===== src/rtl/dring_pkg.sv =====
package dring_pkg;
    typedef enum logic [2:0] {
        S_IDLE, S_FETCH, S_LAUNCH, S_MOVE, S_WBACK, S_PARK
    } dstate_t;

    localparam int DW         = 32;
    localparam int OWN_BIT    = 31;
    localparam int QUIET_BIT  = 31;
    localparam int FSEG_BIT   = 9;
    localparam int LSEG_BIT   = 8;
    localparam int LEN_LSB    = 16;
    localparam int LEN_W      = 14;
    localparam int SIZE_W     = 13;
    localparam int DESC_WORDS = 4;
    localparam int IDX_W      = $clog2(DESC_WORDS);

    localparam logic [1:0] CODE_STOP  = 2'd0;
    localparam logic [1:0] CODE_FETCH = 2'd1;
    localparam logic [1:0] CODE_RUN   = 2'd2;
    localparam logic [1:0] CODE_PARK  = 2'd3;
endpackage


===== src/rtl/dring_desc_regs.sv =====
module dring_desc_regs
    import dring_pkg::*;
#(
    parameter int AW = 32
) (
    input  logic                 clk,
    input  logic                 rst_n,
    input  logic                 load,
    input  logic [IDX_W-1:0]     idx,
    input  logic [DW-1:0]        rdata,
    output logic [SIZE_W-1:0]    buf_size,
    output logic                 quiet,
    output logic [AW-1:0]        buf_ptr,
    output logic [AW-1:0]        next_ptr
);
    // Word 0 is consumed on the fly by the controller; words 1..3 are held.
    always_ff @(posedge clk or negedge rst_n) begin
        if (!rst_n) begin
            buf_size <= '0;
            quiet    <= 1'b0;
            buf_ptr  <= '0;
            next_ptr <= '0;
        end else if (load) begin
            unique case (idx)
                IDX_W'(1): begin
                    buf_size <= rdata[SIZE_W-1:0];
                    quiet    <= rdata[QUIET_BIT];
                end
                IDX_W'(2): buf_ptr  <= rdata[AW-1:0];
                IDX_W'(3): next_ptr <= rdata[AW-1:0];
                default: ;
            endcase
        end
    end
endmodule


===== src/rtl/dring_seg_track.sv =====
module dring_seg_track
    import dring_pkg::*;
(
    input  logic              clk,
    input  logic              rst_n,
    input  logic              restart,
    input  logic              mv_done,
    input  logic [LEN_W-1:0]  mv_bytes,
    input  logic              mv_eop,
    input  logic              commit,
    output logic              first_seg,
    output logic              last_seg,
    output logic [LEN_W-1:0]  frame_len
);
    logic [LEN_W-1:0] run_len_q;
    logic [LEN_W-1:0] bytes_q;

    always_ff @(posedge clk or negedge rst_n) begin
        if (!rst_n) begin
            first_seg <= 1'b1;
            run_len_q <= '0;
            bytes_q   <= '0;
            last_seg  <= 1'b0;
        end else begin
            if (mv_done) begin
                bytes_q  <= mv_bytes;
                last_seg <= mv_eop;
            end
            if (restart) begin
                first_seg <= 1'b1;
                run_len_q <= '0;
            end else if (commit) begin
                first_seg <= last_seg;
                run_len_q <= last_seg ? '0 : run_len_q + bytes_q;
            end
        end
    end

    assign frame_len = run_len_q + bytes_q;
endmodule


===== src/rtl/dring_ctrl.sv =====
module dring_ctrl
    import dring_pkg::*;
#(
    parameter int AW = 32
) (
    input  logic              clk,
    input  logic              rst_n,
    input  logic              run_en,
    input  logic              poll_kick,
    input  logic [AW-1:0]     base_addr,
    input  logic              mem_ack,
    input  logic              own_bit,
    input  logic [AW-1:0]     next_ptr,
    input  logic              quiet,
    input  logic              mv_done,
    output logic              mem_req,
    output logic              mem_we,
    output logic [AW-1:0]     mem_addr,
    output logic              word_load,
    output logic [IDX_W-1:0]  word_idx,
    output logic              mv_start,
    output logic              restart,
    output logic              commit,
    output logic              done_irq,
    output logic [1:0]        state_code
);
    localparam logic [IDX_W-1:0] LAST_IDX = IDX_W'(DESC_WORDS - 1);

    dstate_t          state_q, state_d;
    logic [AW-1:0]    ptr_q;
    logic [IDX_W-1:0] idx_q;
    logic             irq_q;

    // State register
    always_ff @(posedge clk or negedge rst_n) begin
        if (!rst_n) state_q <= S_IDLE;
        else        state_q <= state_d;
    end

    // Next-state logic
    always_comb begin
        state_d = state_q;
        unique case (state_q)
            S_IDLE:   if (run_en) state_d = S_FETCH;
            S_FETCH: begin
                if (mem_ack) begin
                    if (idx_q == '0 && !own_bit) state_d = run_en ? S_PARK : S_IDLE;
                    else if (idx_q == LAST_IDX)  state_d = S_LAUNCH;
                end
            end
            S_LAUNCH: state_d = S_MOVE;
            S_MOVE:   if (mv_done) state_d = S_WBACK;
            S_WBACK:  if (mem_ack) state_d = run_en ? S_FETCH : S_IDLE;
            S_PARK: begin
                if (!run_en)        state_d = S_IDLE;
                else if (poll_kick) state_d = S_FETCH;
            end
            default:  state_d = S_IDLE;
        endcase
    end

    // Outputs
    always_comb begin
        mem_req   = (state_q == S_FETCH) || (state_q == S_WBACK);
        mem_we    = (state_q == S_WBACK);
        mem_addr  = ptr_q + {{(AW-IDX_W-2){1'b0}}, idx_q, 2'b00};
        word_load = (state_q == S_FETCH) && mem_ack;
        word_idx  = idx_q;
        mv_start  = (state_q == S_LAUNCH);
        restart   = (state_q == S_IDLE) && run_en;
        commit    = (state_q == S_WBACK) && mem_ack;
        done_irq  = irq_q;
        unique case (state_q)
            S_IDLE:  state_code = CODE_STOP;
            S_FETCH: state_code = CODE_FETCH;
            S_PARK:  state_code = CODE_PARK;
            default: state_code = CODE_RUN;
        endcase
    end

    // Descriptor pointer, word index and completion pulse
    always_ff @(posedge clk or negedge rst_n) begin
        if (!rst_n) begin
            ptr_q <= '0;
            idx_q <= '0;
            irq_q <= 1'b0;
        end else begin
            irq_q <= commit && !quiet;
            if (restart) begin
                ptr_q <= base_addr;
                idx_q <= '0;
            end else if (word_load) begin
                idx_q <= (idx_q == '0 && !own_bit) ? '0 : idx_q + 1'b1;
            end else if (commit) begin
                ptr_q <= next_ptr;
            end
        end
    end
endmodule


===== src/rtl/dring_fetch.sv =====
module dring_fetch
    import dring_pkg::*;
#(
    parameter int AW = 32
) (
    input  logic              clk,
    input  logic              rst_n,
    input  logic              run_en,
    input  logic              poll_kick,
    input  logic [AW-1:0]     base_addr,
    output logic              mem_req,
    output logic              mem_we,
    output logic [AW-1:0]     mem_addr,
    output logic [DW-1:0]     mem_wdata,
    input  logic              mem_ack,
    input  logic [DW-1:0]     mem_rdata,
    output logic              mv_start,
    output logic [AW-1:0]     mv_addr,
    output logic [SIZE_W-1:0] mv_size,
    input  logic              mv_done,
    input  logic [LEN_W-1:0]  mv_bytes,
    input  logic              mv_eop,
    output logic              done_irq,
    output logic [1:0]        state_code
);
    logic             word_load, restart, commit, quiet;
    logic [IDX_W-1:0] word_idx;
    logic [AW-1:0]    next_ptr;
    logic             first_seg, last_seg;
    logic [LEN_W-1:0] frame_len;

    dring_ctrl #(.AW(AW)) u_ctrl (
        .clk(clk), .rst_n(rst_n), .run_en(run_en), .poll_kick(poll_kick),
        .base_addr(base_addr), .mem_ack(mem_ack), .own_bit(mem_rdata[OWN_BIT]),
        .next_ptr(next_ptr), .quiet(quiet), .mv_done(mv_done),
        .mem_req(mem_req), .mem_we(mem_we), .mem_addr(mem_addr),
        .word_load(word_load), .word_idx(word_idx), .mv_start(mv_start),
        .restart(restart), .commit(commit), .done_irq(done_irq),
        .state_code(state_code)
    );

    dring_desc_regs #(.AW(AW)) u_regs (
        .clk(clk), .rst_n(rst_n), .load(word_load), .idx(word_idx),
        .rdata(mem_rdata), .buf_size(mv_size), .quiet(quiet),
        .buf_ptr(mv_addr), .next_ptr(next_ptr)
    );

    dring_seg_track u_seg (
        .clk(clk), .rst_n(rst_n), .restart(restart), .mv_done(mv_done),
        .mv_bytes(mv_bytes), .mv_eop(mv_eop), .commit(commit),
        .first_seg(first_seg), .last_seg(last_seg), .frame_len(frame_len)
    );

    // Status word returned to software: ownership cleared
    always_comb begin
        mem_wdata = '0;
        mem_wdata[LEN_LSB +: LEN_W] = last_seg ? frame_len : '0;
        mem_wdata[FSEG_BIT] = first_seg;
        mem_wdata[LSEG_BIT] = last_seg;
    end
endmodule


===== config.mk =====
export PLATFORM = sky130hd
export DESIGN_NAME = dring_fetch
export DESIGN_NICKNAME = d
export VERILOG_FILES = /design/src/rtl/dring_pkg.sv /design/src/rtl/dring_desc_regs.sv /design/src/rtl/dring_seg_track.sv /design/src/rtl/dring_ctrl.sv /design/src/rtl/dring_fetch.sv
export SDC_FILE = /design/constraint.sdc
export NUM_CORES = 1
export LEC_CHECK = 0
export CORE_MARGIN = 2
export CORE_UTILIZATION = 40
export DETAILED_ROUTE_END_ITERATION = 16
export PLACE_DENSITY = 0.79
export SKIP_LAST_GASP = 1
export SLEW_MARGIN = 20
export SYNTH_ARGS = -nofsm -noshare
export SYNTH_HDL_FRONTEND = slang
export SYNTH_SLANG_ARGS = --single-unit

===== constraint.sdc =====
create_clock -name clk -period 2.65 [get_ports clk]
set_clock_uncertainty 0.2 [all_clocks]
set_input_delay 0.265 -clock clk [delete_from_list [all_inputs] [get_ports clk]]
set_output_delay 0.265 -clock clk [all_outputs]
set_load 0.02 [all_outputs]

==> results.sh <==
export IMPL_status="complete, but fails checks"
export IMPL_violations="negative setup slack"
export IMPL_slew_violations=0
export IMPL_wl_per_cell_um=17.3
export IMPL_path_class="flop to primary output"
export IMPL_cts_tree="yes"
export IMPL_drv_cap=0
export IMPL_die_y_um=140
export IMPL_viasPerCell=5.03
export IMPL_path_cells="ha_2 > inv_2 > fa_2 > nor2b_2 > o21ai_2 > a32oi_1 > buf_4 > a41oi_2 > xnor2_1 > and2_1 > buf_6"
export IMPL_num_vias=5616
export IMPL_crit_family="adder cells"
export IMPL_synth_cell_type_count=51
export IMPL_synth_area_um2=7440
export IMPL_cp_start_kind="flop"
export IMPL_dp_slack_ns=-0.430
export IMPL_clockRootBuffer="clkbuf_16"
export IMPL_slew_headroom_pct=57.1
export IMPL_peakVddDrop_uv=681
export IMPL_synth_seq_cells=146
export IMPL_tns_ns=-3.31
export IMPL_hold_violations=0
export IMPL_grt_ovfl_total=0
export IMPL_timing_final_ws_setup_ns=-0.388
export IMPL_seq_area_um2=3650
export IMPL_synth_flop_cell="dfrtp_1"
export IMPL_dr_wl_met2_um=9380
export IMPL_postSynthAreaPerCell_um2=11.8
export IMPL_grt_max_degree=68
export IMPL_worst_slew_pin_slew_ns=0.643
export IMPL_drc=0
export IMPL_required_ns=2.18
export IMPL_hold_class="primary input to asynchronous set/reset pin"
export IMPL_first_pass_iters=4
export IMPL_finalSetupViolations=22
export IMPL_top_layer="met4"
export IMPL_syn_inst=631
export IMPL_ys_seq_area_share_pct=49.1
export IMPL_antenna_found_initial=0
export IMPL_clock_fmax_mhz=329
export IMPL_leakage_nw=5.07
export IMPL_cp_num_buf_inv=3
export IMPL_final_cell_mix="dfrtp_1, clkdlybuf4s50_1, buf_4"
export IMPL_max_stage_delay_ns=0.36
export IMPL_grtUsageTotal_pct=19.7
export IMPL_cts_htree_levels=4
export IMPL_wl_met3_um=1490
export IMPL_synth_edf_count=0
export IMPL_cts_sinks=146
export IMPL_final_common_cell="dfrtp_1"
export IMPL_routabilityCongestion=0.840
export IMPL_n_fill_cell=1417
export IMPL_m1WireLength_um=7950
export IMPL_insertion_delay_ns=0.42
export IMPL_drt_initial_drc_count=209
export IMPL_wl_um=19300
export IMPL_final_nets=980
export IMPL_period_needed_ns=3.04
export IMPL_num_io_pins=200
export IMPL_multiInputGateArea_um2=3810
export IMPL_yosysWarnings=0
export IMPL_numPortBuffers=183
export IMPL_layout_drive_gt1_share_pct=33.5
export IMPL_place_hpwl_um=13300
export IMPL_async_reset_ff_share_pct=100
export IMPL_rows=49
export IMPL_critPathMaxFanout=4
export IMPL_cp_arrival_ns=2.57
export IMPL_path_clk_slew_ns=0.06
export IMPL_start_util_pct=41.1
export IMPL_cp_end_kind="primary output"
export IMPL_die_w_um=140
export IMPL_core_um2=18100
export IMPL_grt_pass1_wl_um=30300
export IMPL_die_area_um2=19700
export IMPL_syn_to_final_growth_pct=45.5
export IMPL_grt_pass1_vias=5806
export IMPL_crit_slowest_cell="dfrtp_1"
export IMPL_antenna_cells=0
export IMPL_fin_util_pct=59.8
export IMPL_reg2reg_slack_ns=0.23
export IMPL_ant_nets=0
export IMPL_rsz0062_at_grt="yes"
export IMPL_power_density_nw_per_um2=1100
export IMPL_cts_made_buffers=17
export IMPL_clk_path_buf_depth=2
export IMPL_fin_crit_sh_pct=115
what timing repair did:
action,CTS,global route
setup endpoints to repair,42,36
resized for setup,213,57
endpoints found under the hold margin,63,0
pin swaps,25,28
buffers inserted,6,7
hold buffers,1,0
gates cloned,0,0
through the flow:
stage	cell area (um^2)	total power [mW]	hold slack [ns]	cells
after floorplan	7490	6.59	-0.231	646
after global placement	9780	8.88	0.110	1072
after detailed placement	9780	9.01	0.106	1072
after CTS	10600	11.8	0.170	1110
after global routing	10800	12.6	0.192	1116
final	10800	11.9	0.191	1116
cells in the mapped netlist, types with 2 or more instances:
| library cell | count | area share, % |
|---|---|---|
| a21boi_0 | 3 | 0.30 |
| a21oi_1 | 11 | 0.74 |
| a22o_1 | 12 | 1.4 |
| a22o_2 | 2 | 0.27 |
| and2_1 | 14 | 1.2 |
| and3_1 | 11 | 0.93 |
| buf_4 | 23 | 2.3 |
| buf_6 | 8 | 1.2 |
| clkbuf_1 | 15 | 0.76 |
| dfrtp_1 | 145 | 49 |
| fa_1 | 2 | 0.54 |
| ha_1 | 19 | 3.2 |
| inv_1 | 12 | 0.61 |
| mux2_2 | 67 | 10 |
| mux2_4 | 25 | 5.0 |
| mux2i_1 | 35 | 4.7 |
| nand2_1 | 59 | 3.0 |
| nand2_4 | 3 | 0.45 |
| nand2b_1 | 5 | 0.42 |
| nand3_1 | 6 | 0.40 |
| nand4_1 | 5 | 0.42 |
| nor2_1 | 29 | 1.5 |
| nor2b_1 | 5 | 0.42 |
| nor3_1 | 3 | 0.20 |
| o21ai_0 | 47 | 3.2 |
| xnor2_1 | 26 | 3.1 |
| xor2_1 | 15 | 1.8 |
worst reg2reg max path, stage by stage (launching register included):
cell,delay [ns]
dfrtp_1,0.39
ha_2,0.21
buf_4,0.13
a21o_1,0.19
a31o_4,0.26
a21oi_2,0.14
buf_4,0.15
o21ai_1,0.07
xor2_1,0.16
buf_4,0.13
buf_4,0.12
a22o_1,0.20
report_power, final:
| group | internal (mW) | switching [mW] | total, mW | leakage [nW] |
|---|---|---|---|---|
| clock network | 1.61 | 1.03 | 2.64 | 0.317 |
| logic | 2.88 | 2.63 | 5.51 | 2.90 |
| registers | 3.07 | 0.661 | 3.73 | 1.86 |
kinds of logic after synthesis:
kind of cell    after synthesis  synth area share, %
mux                         127                 19.9
fa+ha+maj                    21                 3.73
flops                       146                 49.1
buf+inv                      60                 5.08
other cells                   1               0.0504
xor+xnor                     41                 4.83
compound gates               87                 7.22
simple gates                148                 10.1
metal layers:
layer	GRT usage, %	vias up
met3	6.94	29
met1	24.1	2760
li1	-	2653
met2	32.2	174
met4	7.18	0
met5	0	-
state kept, by name, summed over array words and instances (netlist names):
name,flops
u_ctrl.state_q,3
u_seg.last_seg,1
u_regs.buf_size,13
u_ctrl.word_idx,2
u_ctrl.done_irq,1
u_ctrl.ptr_q,32
u_seg.bytes_q,14
u_seg.run_len_q,14
u_regs.quiet,1
u_regs.next_ptr,32
u_regs.buf_ptr,32
u_seg.first_seg,1
final timing paths:
kind | startpoint | endpoint | cells after the start
min | rst_n | u_seg.last_seg | 2
max | u_seg.bytes_q[0] | mem_wdata[28] | 11
max reg2reg | u_seg.bytes_q[0] | u_seg.run_len_q[11] | 11
max in group asynchronous | rst_n | u_seg.first_seg | 3
min in group clk | base_addr[3] | u_ctrl.ptr_q[3] | 3
min reg2reg | u_regs.quiet | u_ctrl.done_irq | 1
final cells by class:
class | count | area share (%)
Clock inverter | 15 | 2.06
Tap cell | 229 | 2.65
Clock buffer | 17 | 3.93
Sequential cell | 146 | 33.8
Timing Repair Buffer | 256 | 21.9
Multi-Input combinational cell | 440 | 35.2
Inverter | 13 | 0.497
Note: power is estimated with default switching activity, not from simulation.
